## config.mk

```make
export PLATFORM = sky130hd
export DESIGN_NAME = edge_capture
export DESIGN_NICKNAME = d
export VERILOG_FILES = /design/src/rtl/edge_capture.sv
export SDC_FILE = /design/constraint.sdc
export NUM_CORES = 1
export LEC_CHECK = 0
export CORE_AREA = 2 2 152 154
export DETAILED_ROUTE_END_ITERATION = 10
export DIE_AREA = 0 0 154 156
export GPL_TIMING_DRIVEN = 0
export PLACE_DENSITY = 0.66
export SLEW_MARGIN = 20
export SYNTH_ARGS = -nofsm -noshare
export SYNTH_HDL_FRONTEND = slang
export SYNTH_SLANG_ARGS = --single-unit
export TNS_END_PERCENT = 50
```

## constraint.sdc

```tcl
create_clock -name clk -period 4.6 [get_ports clk]
set_clock_uncertainty 0.05 [all_clocks]
set_input_delay 1.15 -clock clk [delete_from_list [all_inputs] [get_ports clk]]
set_output_delay 1.15 -clock clk [all_outputs]
set_load 0.05 [all_outputs]
```

## src/rtl/edge_capture.sv

```systemverilog
module edge_capture #(
  parameter int CW    = 32,
  parameter int DW    = 26,
  parameter int DEPTH = 8,
  parameter int HALF  = 4
) (
  input  logic              clk,
  input  logic              rst_n,
  input  logic              cap_in,
  input  logic              mode_cap,
  input  logic              run,
  input  logic [1:0]        edge_sel,
  input  logic [CW-1:0]     cnt_end,
  input  logic              rd_en,
  output logic [DW-1:0]     rd_data,
  output logic [$clog2(DEPTH):0] fifo_count,
  input  logic [3:0]        flag_clr,
  input  logic [3:0]        irq_en,
  output logic [3:0]        flags,
  output logic              irq
);
  localparam int AW = $clog2(DEPTH);
  localparam int NW = AW + 1;

  logic [2:0]    sync;
  logic [CW-1:0] cnt;
  logic          sat;
  logic          ev;
  logic [DW-1:0] mem [DEPTH];
  logic [AW-1:0] wptr, rptr;

  wire active = mode_cap & run & (edge_sel != 2'd0);
  wire rise   = sync[1] & ~sync[2];
  wire fall   = ~sync[1] & sync[2];

  always_comb begin
    case (edge_sel)
      2'd1:    ev = rise | fall;
      2'd2:    ev = fall;
      2'd3:    ev = rise;
      default: ev = 1'b0;
    endcase
  end

  wire hit    = active & ev;
  wire push   = hit & ~sat;
  wire empty  = fifo_count == NW'(0);
  wire full   = fifo_count == NW'(DEPTH);
  wire pop    = rd_en & ~empty;
  wire wr     = push & (~full | pop);
  wire ovf    = push & full & ~pop;
  wire to_set = active & ~hit & ~sat & (cnt == cnt_end);
  wire hf_set = mode_cap & (fifo_count >= NW'(HALF));

  always_ff @(posedge clk or negedge rst_n) begin
    if (!rst_n) sync <= '0;
    else        sync <= {sync[1:0], cap_in};
  end

  always_ff @(posedge clk or negedge rst_n) begin
    if (!rst_n) begin
      cnt <= '0;
      sat <= 1'b0;
    end else if (!active) begin
      cnt <= '0;
      sat <= 1'b0;
    end else if (hit) begin
      cnt <= CW'(1);
      sat <= 1'b0;
    end else if (cnt == cnt_end) begin
      sat <= 1'b1;
    end else begin
      cnt <= cnt + CW'(1);
    end
  end

  always_ff @(posedge clk) begin
    if (wr) mem[wptr] <= cnt[DW-1:0];
  end

  always_ff @(posedge clk or negedge rst_n) begin
    if (!rst_n) begin
      wptr       <= '0;
      rptr       <= '0;
      fifo_count <= '0;
    end else begin
      if (wr)  wptr <= (wptr == AW'(DEPTH-1)) ? '0 : wptr + AW'(1);
      if (pop) rptr <= (rptr == AW'(DEPTH-1)) ? '0 : rptr + AW'(1);
      fifo_count <= fifo_count + NW'(wr) - NW'(pop);
    end
  end

  assign rd_data = empty ? '0 : mem[rptr];

  always_ff @(posedge clk or negedge rst_n) begin
    if (!rst_n) flags <= '0;
    else        flags <= (flags | {ovf, hf_set, hit, to_set}) & ~flag_clr;
  end

  assign irq = |(flags & irq_en);

  p_count_bound_r7: assert property (@(posedge clk) disable iff (!rst_n)
    fifo_count <= NW'(DEPTH));

  p_empty_read_r7: assert property (@(posedge clk) disable iff (!rst_n)
    (rd_en && empty && !hit) |=> fifo_count == '0);

  p_no_overflow_r9: assert property (@(posedge clk) disable iff (!rst_n)
    $rose(flags[3]) |-> $past(fifo_count) == NW'(DEPTH));

  p_drop_keeps_count_r9: assert property (@(posedge clk) disable iff (!rst_n)
    (push && full && !rd_en) |=> $stable(fifo_count));

  p_sat_hold_r6: assert property (@(posedge clk) disable iff (!rst_n)
    (sat && active && !hit) |=> $stable(cnt));

  p_idle_no_push_r5: assert property (@(posedge clk) disable iff (!rst_n)
    !active |=> fifo_count <= $past(fifo_count));
endmodule

```

==> out/results.ini, run 1 <==
[status]
status = completed

[critical_path]
critical_path_class = reg2out
crit_arrival_ns = 3.26
critPathMaxStageDelay_ns = 0.82
r2r-start = sync[1]
endpoint_kind = output pin
path_cells = clkbuf_1 -> clkdlybuf4s15_2 -> mux2i_1 -> nor2_1 -> clkdlybuf4s50_1
cp-start-kind = flop
cpMaxStageDelayCell = clkdlybuf4s50_1
critPathRequiredTime_ns = 3.40
r2r_slack_ns = 0.97
crit_start = rptr[2]
r2r_end = mem[2][3]
cp_max_fo = 10
endpoint = rd_data[8]
reg2reg_depth = 11

[power]
sw_frac_of_total = 0.331
p_sw_uw = 2330
ir_drop_mv = 0.380
seqPwrFrac = 0.373
totalPowerFinal_uw = 7040
leakage_uw = 0.00485
clockPowerShare = 0.298
power_frac_comb = 0.329
power_density_mw_per_mm2 = 531
cellInternalPower_uw = 4710

[synthesis]
avgSynthCellArea_um2 = 16.5
synth-edff-count = 208
synth_cells = 666
async_reset_ff_frac = 0.194
synth-seq-area-share = 0.682
synth_area_mm2 = 0.0110
synth_top_flop_cell = edfxtp_1
synthDistinctLibCells = 47
ys_seq_elements = 258
syn-num-nets = 728
yosysWarningCount = 0

[routing]
avgRoutedWirePerCell_um = 23.1
dr.pass1.iters = 5
finalWirelength_um = 25200
viasPerCell = 5.86
antenna_left = 0
vias = 6396
drc = 0
drtIter0Drc = 534

[timing]
tightestPinTransition_ns = 0.891
slew_headroom = 0.406
final-hold-violation-count = 0
fmax_ghz = 0.224
finalWorstPathRequiredPeriod_ns = 4.46
drv_slew = 0
setup_viol = 0
min_period_over_period = 0.969
grt_setup_unrepaired = no

[cts]
clk_latency_ns = 0.52
cts_tree = yes
cts_hold_buf = 0
cts-root-buf = clkbuf_16
h-tree-depth = 1
cts_resized = 10
post_cts.repair.setup_buffers = 0
clk_path_buf_depth = 3
cts_made_buffers = 27
cts_num_sinks = 258
clk_pin_slew_ns = 0.06

[die]
floorplan.initialDensity = 0.491
num_rows = 55
io-pin-count = 83
die_y_um = 156
die_area_mm2 = 0.0240
core-area_mm2 = 0.0224
dieWidth_um = 154

[final_layout]
final_cell_mix = edfxtp_1, clkdlybuf4s50_1, mux4_2, nor2_1, dfrtp_1
layout_commonest_cell = edfxtp_1
final_cell_count_no_fill = 1092
n_antenna_cell = 0
nets = 851
n_fill_cell = 1682
layout-drive-gt1-share = 0.186
area_delta_synth_final_pct = 20.6

[placed_design]
dp_hpwl_um = 17300
dp.cells = 1045
routabilityCongestion = 0.904
port_buffers = 82

[job]
max-cap-violations = 0

[grt]
antenna_found_initial = 0
overflow = 0
grt_pass1_wl_um = 38900
grt_pass1_vias = 6596
grt_max_degree = 51
grtUsageTotal = 0.216

[hold_path]
hold_class = reg2reg

per-stage QoR:
| step | setup TNS (ns) | hold slack [ns] | utilization | instance area (um2) | setup WS [ns] |
|---|---|---|---|---|---|
| 2_1_floorplan | 0 | 0.281 | - | 11000 | 0.142 |
| 3_3_place_gp | -315.53 | 0.290 | 0.544 | 12200 | -2.68 |
| 3_5_place_dp | -2.32 | 0.290 | 0.553 | 12400 | -0.215 |
| 4_1_cts | 0 | 0.304 | 0.592 | 13200 | 0.0395 |
| 5_1_grt | 0 | 0.306 | 0.592 | 13300 | 0.00600 |
| 6_report | 0 | 0.302 | 0.592 | 13300 | 0.141 |
cell usage after synthesis, types with 5 or more instances:
cell      count  area [um2]
edfxtp_1    208        6250
nor2_1       57         214
mux4_2       52        1170
dfrtp_1      50        1250
xor2_1       37         324
nand2_1      33         124
mux2i_1      30         300
a21oi_1      16        80.1
clkbuf_1     16        60.1
ha_1         13         163
inv_1        11        41.3
nand3_1      11        55.1
or4_1        11        82.6
buf_2        10        50.1
nor4_1       10        62.6
and3_1        9        56.3
nand2b_1      9        56.3
o211ai_1      8        60.1
o21ai_0       8        40.0
mux2_2        6        67.6
nand4_1       6        37.5
and4_1        5        43.8
o31ai_1       5        37.5
or3_1         5        31.3
sequential cells by signal, indices dropped and copies added (netlist names):
name and flops:
mem 208, cnt 32, fifo_count 4, flags 4, rptr 3, sync 3, wptr 3, sat 1
power groups by stage:
stage	clock (uW)	sequential, uW	combinational, uW
finish	2100	2620	2320
global route	2230	2630	2470
CTS	2140	2620	2360
detailed placement	0	2670	2340
global placement	0	2670	2290
floorplan	0	2730	1530
kinds of logic after synthesis:
group / after synthesis / share of synthesized area
flops: 258 / 0.682
simple gates: 171 / 0.0802
mux: 88 / 0.140
compound gates: 54 / 0.0325
buf+inv: 42 / 0.0172
xor+xnor: 39 / 0.0311
fa+ha+maj: 14 / 0.0166
critical path, delay by kind of cell, from the launching register on:
kind	cells	cell delay, ns
buffers and inverters	3	2.06
DFF	1	0.35
muxes	1	0.15
and+or+nand+nor	1	0.15
worst min path at each step:
| stage | startpoint | end | slack (ns) | cells past startpoint |
|---|---|---|---|---|
| 2_1_floorplan | sync[0] | sync[1] | 0.28 | 0 |
| 3_3_place_gp | sync[0] | sync[1] | 0.29 | 0 |
| 3_5_place_dp | sync[0] | sync[1] | 0.29 | 0 |
| 4_1_cts | sync[0] | sync[1] | 0.30 | 0 |
| 5_1_grt | sync[0] | sync[1] | 0.31 | 0 |
| 6_report | sync[0] | sync[1] | 0.30 | 0 |
metal layers:
metal | GRT usage | vias up | wire length, um
met3 | 0.0261 | 33 | 1380
met2 | 0.368 | 228 | 12600
met1 | 0.296 | 3288 | 10700
met4 | 0.0619 | 0 | 451
met5 | 0 | - | 0
li1 | - | 2847 | -
final cells by class:
type | instances | area [um2] | share of cell area
Tap cell | 285 | 357 | 0.0269
Multi-Input combinational cell | 366 | 3360 | 0.253
Inverter | 11 | 41.3 | 0.00312
Clock inverter | 15 | 151 | 0.0114
Sequential cell | 258 | 7500 | 0.566
Buffer | 31 | 175 | 0.0132
Clock buffer | 32 | 694 | 0.0524
Timing Repair Buffer | 94 | 978 | 0.0738
No activity file was read; power rests on OpenSTA's default activity.
==> run 2: changes to the inputs <==
- REMOVE_ABC_BUFFERS: default -> 1
==> run 2 against run 1 <==
  * Critical path depth unchanged
  * Sequential power up 6%
  * Wire length down 5.3%
  * Clock-buffer cell count down 1
  * Sequential share of layout area up 0.30 points
  * Final area down 0.42%
  * Via count down 3.0%
  * Critical path type unchanged
  * Clock power down 3%
  * Total power down 1.6%
==> out/results.ini, run 2 (synthesized netlist as in run 1, its figures left out) <==
[placed_design]
dp.cells = 1018  ; was 1045
port_buffers = 82  ; unchanged
dp_hpwl_um = 15700  ; was 17300 um
routabilityCongestion = 0.802  ; was 0.904

[timing]
drv_slew = 0  ; unchanged
setup_viol = 0  ; unchanged
tightestPinTransition_ns = 0.803  ; was 0.891 ns
slew_headroom = 0.463  ; was 0.406
min_period_over_period = 0.946  ; was 0.969
finalWorstPathRequiredPeriod_ns = 4.35  ; was 4.46 ns
final-hold-violation-count = 0  ; unchanged
grt_setup_unrepaired = no  ; unchanged
fmax_ghz = 0.230  ; was 0.224 GHz

[final_layout]
area_delta_synth_final_pct = 20.1  ; was 20.6%
largest_register_ffs = 208  ; unchanged
layout-drive-gt1-share = 0.174  ; was 0.186
final_cell_count_no_fill = 1065  ; was 1092
nets = 823  ; was 851
largest_register = mem  ; unchanged
final_util = 0.590  ; was 0.592
reg_top3 = mem (208), cnt (32)  ; unchanged
final_cell_mix = edfxtp_1, clkdlybuf4s50_1, mux4_2, nor2_1, dfrtp_1  ; unchanged
layout_commonest_cell = edfxtp_1  ; unchanged
n_antenna_cell = 0  ; unchanged

[job]
max-cap-violations = 0  ; unchanged

[routing]
dr.pass1.iters = 5  ; unchanged
antenna_left = 0  ; unchanged
finalWirelength_um = 23800  ; was 25200 um
avgRoutedWirePerCell_um = 22.4  ; was 23.1 um
viasPerCell = 5.82  ; was 5.86
drtIter0Drc = 456  ; was 534
vias = 6201  ; was 6396
drc = 0  ; unchanged

[power]
ir_drop_mv = 0.623  ; was 0.380 mV
power_density_mw_per_mm2 = 525  ; was 531 mW/mm2
leakage_uw = 0.00476  ; was 0.00485 uW

[cts]
clk_path_buf_depth = 3  ; unchanged
post_cts.repair.setup_buffers = 0  ; unchanged
h-tree-depth = 1  ; unchanged
cts_hold_buf = 0  ; unchanged
clk_pin_slew_ns = 0.06  ; about the same
cts_made_buffers = 26  ; was 27
cts_resized = 0  ; was 10
cts_tree = yes  ; unchanged
cts-root-buf = clkbuf_16  ; unchanged
cts_num_sinks = 258  ; unchanged
clk_latency_ns = 0.53  ; was 0.52 ns

[critical_path]
crit_start = rptr[0]  ; was rptr[2]
critical_path_class = reg2out  ; unchanged
critPathRequiredTime_ns = 3.40  ; about the same
r2r_slack_ns = 1.24  ; was 0.97 ns
crit_arrival_ns = 3.15  ; was 3.26 ns
cp_max_fo = 34  ; was 10
endpoint_kind = output pin  ; unchanged
endpoint = rd_data[9]  ; was rd_data[8]
reg2reg_depth = 10  ; was 11
r2r_end = mem[0][22]  ; was mem[2][3]
r2r-start = sync[1]  ; unchanged
cp-start-kind = flop  ; unchanged

[die]
floorplan.initialDensity = 0.491  ; unchanged
core-area_mm2 = 0.0224  ; unchanged
die_y_um = 156  ; unchanged
dieWidth_um = 154  ; unchanged
io-pin-count = 83  ; unchanged
die_area_mm2 = 0.0240  ; unchanged
num_rows = 55  ; unchanged

[grt]
grtUsageTotal = 0.205  ; was 0.216
antenna_found_initial = 0  ; unchanged
overflow = 0  ; unchanged
grt_pass1_vias = 6576  ; was 6596
grt_pass1_wl_um = 37700  ; was 38900 um
grt_max_degree = 51  ; unchanged

[hold_path]
hold_depth = 0  ; unchanged
hold_class = reg2reg  ; unchanged

[status]
status = completed  ; unchanged

==> run 2: cell count changes in the layout (fill, tap and decap cells not counted), moves of 3 or more <==
cell      before  now
clkbuf_2       8    0
buf_16         2    7
buf_2          9    0
clkinv_1       4    7
clkbuf_1      13    4
dfrtp_1       50   47
buf_8          4    0
==> run 2: cell type report <==
type / instances / area, um2
Clock buffer: 31 / 691
Timing Repair Buffer: 98 / 1110
Clock inverter: 16 / 129
Inverter: 11 / 41.3
Fill cell: 1684 / 9170
Sequential cell: 258 / 7510
Multi-Input combinational cell: 366 / 3360
Tap cell: 285 / 357
==> run 2: through the flow <==
stage	total power [uW]	TNS [ns]	hold slack [ns]	worst slack, ns	cell area (um2)
5_1_grt	7200	0	0.316	0.0571	13200
2_1_floorplan	4250	0	0.281	0.00855	10800
3_5_place_dp	4980	0	0.296	0.122	12400
6_report	6930	0	0.304	0.249	13200
3_3_place_gp	4920	-318.49	0.295	-2.44	12000
4_1_cts	7000	0	0.309	0.162	13200
==> run 2: worst min-delay path by stage <==
| stage | start | to | slack [ns] |
|---|---|---|---|
| finish | sync[0] | sync[1] | 0.30 |
| global route | sync[0] | sync[1] | 0.32 |
| CTS | sync[0] | sync[1] | 0.31 |
| detailed placement | sync[0] | sync[1] | 0.30 |
| global placement | sync[0] | sync[1] | 0.30 |
| floorplan | sync[0] | sync[1] | 0.28 |
==> run 2: where the power goes <==
group | switching, uW | leakage, uW | internal, uW
Clock | 854 | 0.000393 | 1180
Combinational | 1210 | 0.00172 | 905
Sequential | 201 | 0.00265 | 2570
==> run 2: critical path, stage by stage (launching register included) <==
cell,delay [ns]
dfrtp_4,0.73
buf_16,0.33
mux4_2,0.55
mux2i_1,0.21
nor2_1,0.07
clkdlybuf4s50_1,0.73
==> run 2: metal layers <==
layer  GRT usage  vias to the layer above  routed length [um]
met1       0.283                     3177               10200
li1            -                     2783                   -
met2       0.350                      203               11900
met5           0                        -                   0
met4      0.0534                        0                 472
met3      0.0253                       38                1270
==> run 3: changes to the inputs <==
- SLEW_MARGIN: 20 -> default
==> run 3 against run 2 <==
  * Sequential power hardly changed
  * Final cell count is essentially flat
  * Maximum frequency barely moved
  * Register-to-register slack better by 0.07 ns
  * Total power grew 0.30%
  * Clock power is essentially flat
  * Highest routed layer unchanged
  * Clock-buffer cell count up 9
  * Combinational power about the same
  * Final area is 0.43% higher
==> out/results.ini, run 3 (synthesized netlist as in run 1, its figures left out) <==
[final_layout]
largest_register = mem  ; unchanged
n_fill_cell = 1678  ; was 1684
layout_commonest_cell = edfxtp_1  ; unchanged
final_util = 0.593  ; was 0.590
nets = 824  ; was 823
largest_register_ffs = 208  ; unchanged
area_delta_synth_final_pct = 20.6  ; was 20.1%
n_antenna_cell = 0  ; unchanged
layout-drive-gt1-share = 0.175  ; was 0.174
reg_top3 = mem (208), cnt (32)  ; unchanged
final_cell_mix = edfxtp_1, clkdlybuf4s50_1, mux4_2, nor2_1, dfrtp_1  ; unchanged

[cts]
cts_num_sinks = 258  ; unchanged
post_cts.repair.setup_buffers = 0  ; unchanged
clk_pin_slew_ns = 0.06  ; about the same
cts_tree = yes  ; unchanged
cts-root-buf = clkbuf_16  ; unchanged
cts_made_buffers = 26  ; unchanged
cts_hold_buf = 0  ; unchanged
clk_path_buf_depth = 3  ; unchanged
clk_latency_ns = 0.52  ; was 0.53 ns
cts_resized = 0  ; unchanged
h-tree-depth = 1  ; unchanged

[routing]
dr.max_layer_used = met4  ; unchanged
finalWirelength_um = 23800  ; about the same
met3WireLength_um = 1390  ; was 1270 um
dr.pass1.iters = 5  ; unchanged
route.met2.wl_um = 12000  ; was 11900 um
met1Wirelength_um = 9950  ; was 10200 um
antenna_left = 0  ; unchanged
viasPerCell = 5.87  ; was 5.82
drtIter0Drc = 386  ; was 456
vias = 6258  ; was 6201
avgRoutedWirePerCell_um = 22.3  ; was 22.4 um
drc = 0  ; unchanged

[die]
floorplan.initialDensity = 0.491  ; unchanged
core-area_mm2 = 0.0224  ; unchanged
dieWidth_um = 154  ; unchanged
io-pin-count = 83  ; unchanged
num_rows = 55  ; unchanged
die_area_mm2 = 0.0240  ; unchanged
die_y_um = 156  ; unchanged

[grt]
overflow = 0  ; unchanged
grt_max_degree = 37  ; was 51
grt_pass1_vias = 6658  ; was 6576
antenna_found_initial = 0  ; unchanged
grtUsageTotal = 0.205  ; about the same
grt_pass1_wl_um = 37600  ; was 37700 um

[timing]
slew_headroom = 0.0669  ; was 0.463
tightestPinTransition_ns = 1.40  ; was 0.803 ns
finalWorstPathRequiredPeriod_ns = 4.35  ; about the same
holdWs_ns = 0.310  ; was 0.304 ns
grt_setup_unrepaired = no  ; unchanged
final-hold-violation-count = 0  ; unchanged
fmax_ghz = 0.230  ; about the same
setup_viol = 0  ; unchanged
drv_slew = 0  ; unchanged
min_period_over_period = 0.947  ; was 0.946

[power]
ir_drop_mv = 0.418  ; was 0.623 mV
leakage_uw = 0.00479  ; was 0.00476 uW
power_density_mw_per_mm2 = 524  ; was 525 mW/mm2

[critical_path]
cp_top_family = buffers and inverters  ; unchanged
cp-start-kind = flop  ; unchanged
worst-path-buf-inv = 2  ; unchanged
endpoint_kind = output pin  ; unchanged
critPathRequiredTime_ns = 3.40  ; about the same
critical_path_class = reg2out  ; unchanged
cpMaxStageDelayCell = dfrtp_4  ; unchanged
path_cells = buf_16 -> mux4_2 -> mux2i_1 -> nor2_1 -> clkdlybuf4s50_1  ; unchanged
critPathMaxStageDelay_ns = 0.73  ; about the same
crit_arrival_ns = 3.15  ; about the same
cp_max_fo = 34  ; unchanged

[status]
status = completed  ; unchanged

[hold_path]
hold_class = reg2reg  ; unchanged

[job]
max-cap-violations = 0  ; unchanged

[placed_design]
port_buffers = 82  ; unchanged
dp_hpwl_um = 15700  ; about the same
routabilityCongestion = 0.802  ; unchanged

[run 3: cell types whose count changed in the layout (fill, tap and decap cells not counted), sizes merged]
cell	change
clkinvlp	-1
buf	+1
clkinv	-7
bufinv	-1
clkbuf	+9
[run 3: final cells by class]
type / instances / area [um2] / area share
Timing Repair Buffer: 99 / 1140 / 0.0863
Inverter: 11 / 41.3 / 0.00312
Sequential cell: 258 / 7500 / 0.566
Clock inverter: 7 / 62.6 / 0.00472
Multi-Input combinational cell: 366 / 3360 / 0.254
Clock buffer: 40 / 785 / 0.0592
Tap cell: 285 / 357 / 0.0269
[run 3: path summary, 6_finish.rpt]
path	depth (start not counted)	endpoint	from	slack [ns]
max in group asynchronous	2	cnt[21]	rst_n	3.44
min in group asynchronous	1	flags[1]	rst_n	0.51
setup reg to reg	7	cnt[26]	cnt[8]	1.31
hold reg to reg	0	sync[1]	sync[0]	0.31
hold / removal	0	sync[1]	sync[0]	0.31
setup / recovery	5	rd_data[9]	rptr[0]	0.25
[run 3: worst reg2reg max path, delay by kind of cell, from the launching register on]
kind | cells | cell delay [ns]
AOI/OAI and AO/OA | 1 | 0.06
buffers and inverters | 1 | 0.26
DFF | 1 | 0.70
and+or+nand+nor | 4 | 1.87
xor gates and xnor gates | 1 | 0.17
[run 3: report_power, final]
group	internal, uW	leakage, uW	switching (uW)	total [uW]
logic	908	0.00173	1220	2130
registers	2570	0.00265	195	2770
clock network	1220	0.000410	823	2050
[run 3: per-stage QoR]
stage | std cells | power, uW | setup slack [ns] | TNS, ns | area [um2]
after CTS | 1066 | 7030 | 0.0942 | 0 | 13300
after global placement | 1002 | 4920 | -2.44 | -318.49 | 12000
after detailed placement | 1019 | 4980 | 0.432 | 0 | 12400
final | 1066 | 6950 | 0.245 | 0 | 13300
after global routing | 1066 | 7230 | 0.0530 | 0 | 13300
after floorplan | 635 | 4250 | 0.00855 | 0 | 10800
[run 3: metal layers]
layer / up-vias / GRT usage
met1: 3221 / 0.274
met5: - / 0
li1: 2790 / -
met2: 208 / 0.354
met4: 0 / 0.0579
met3: 39 / 0.0303
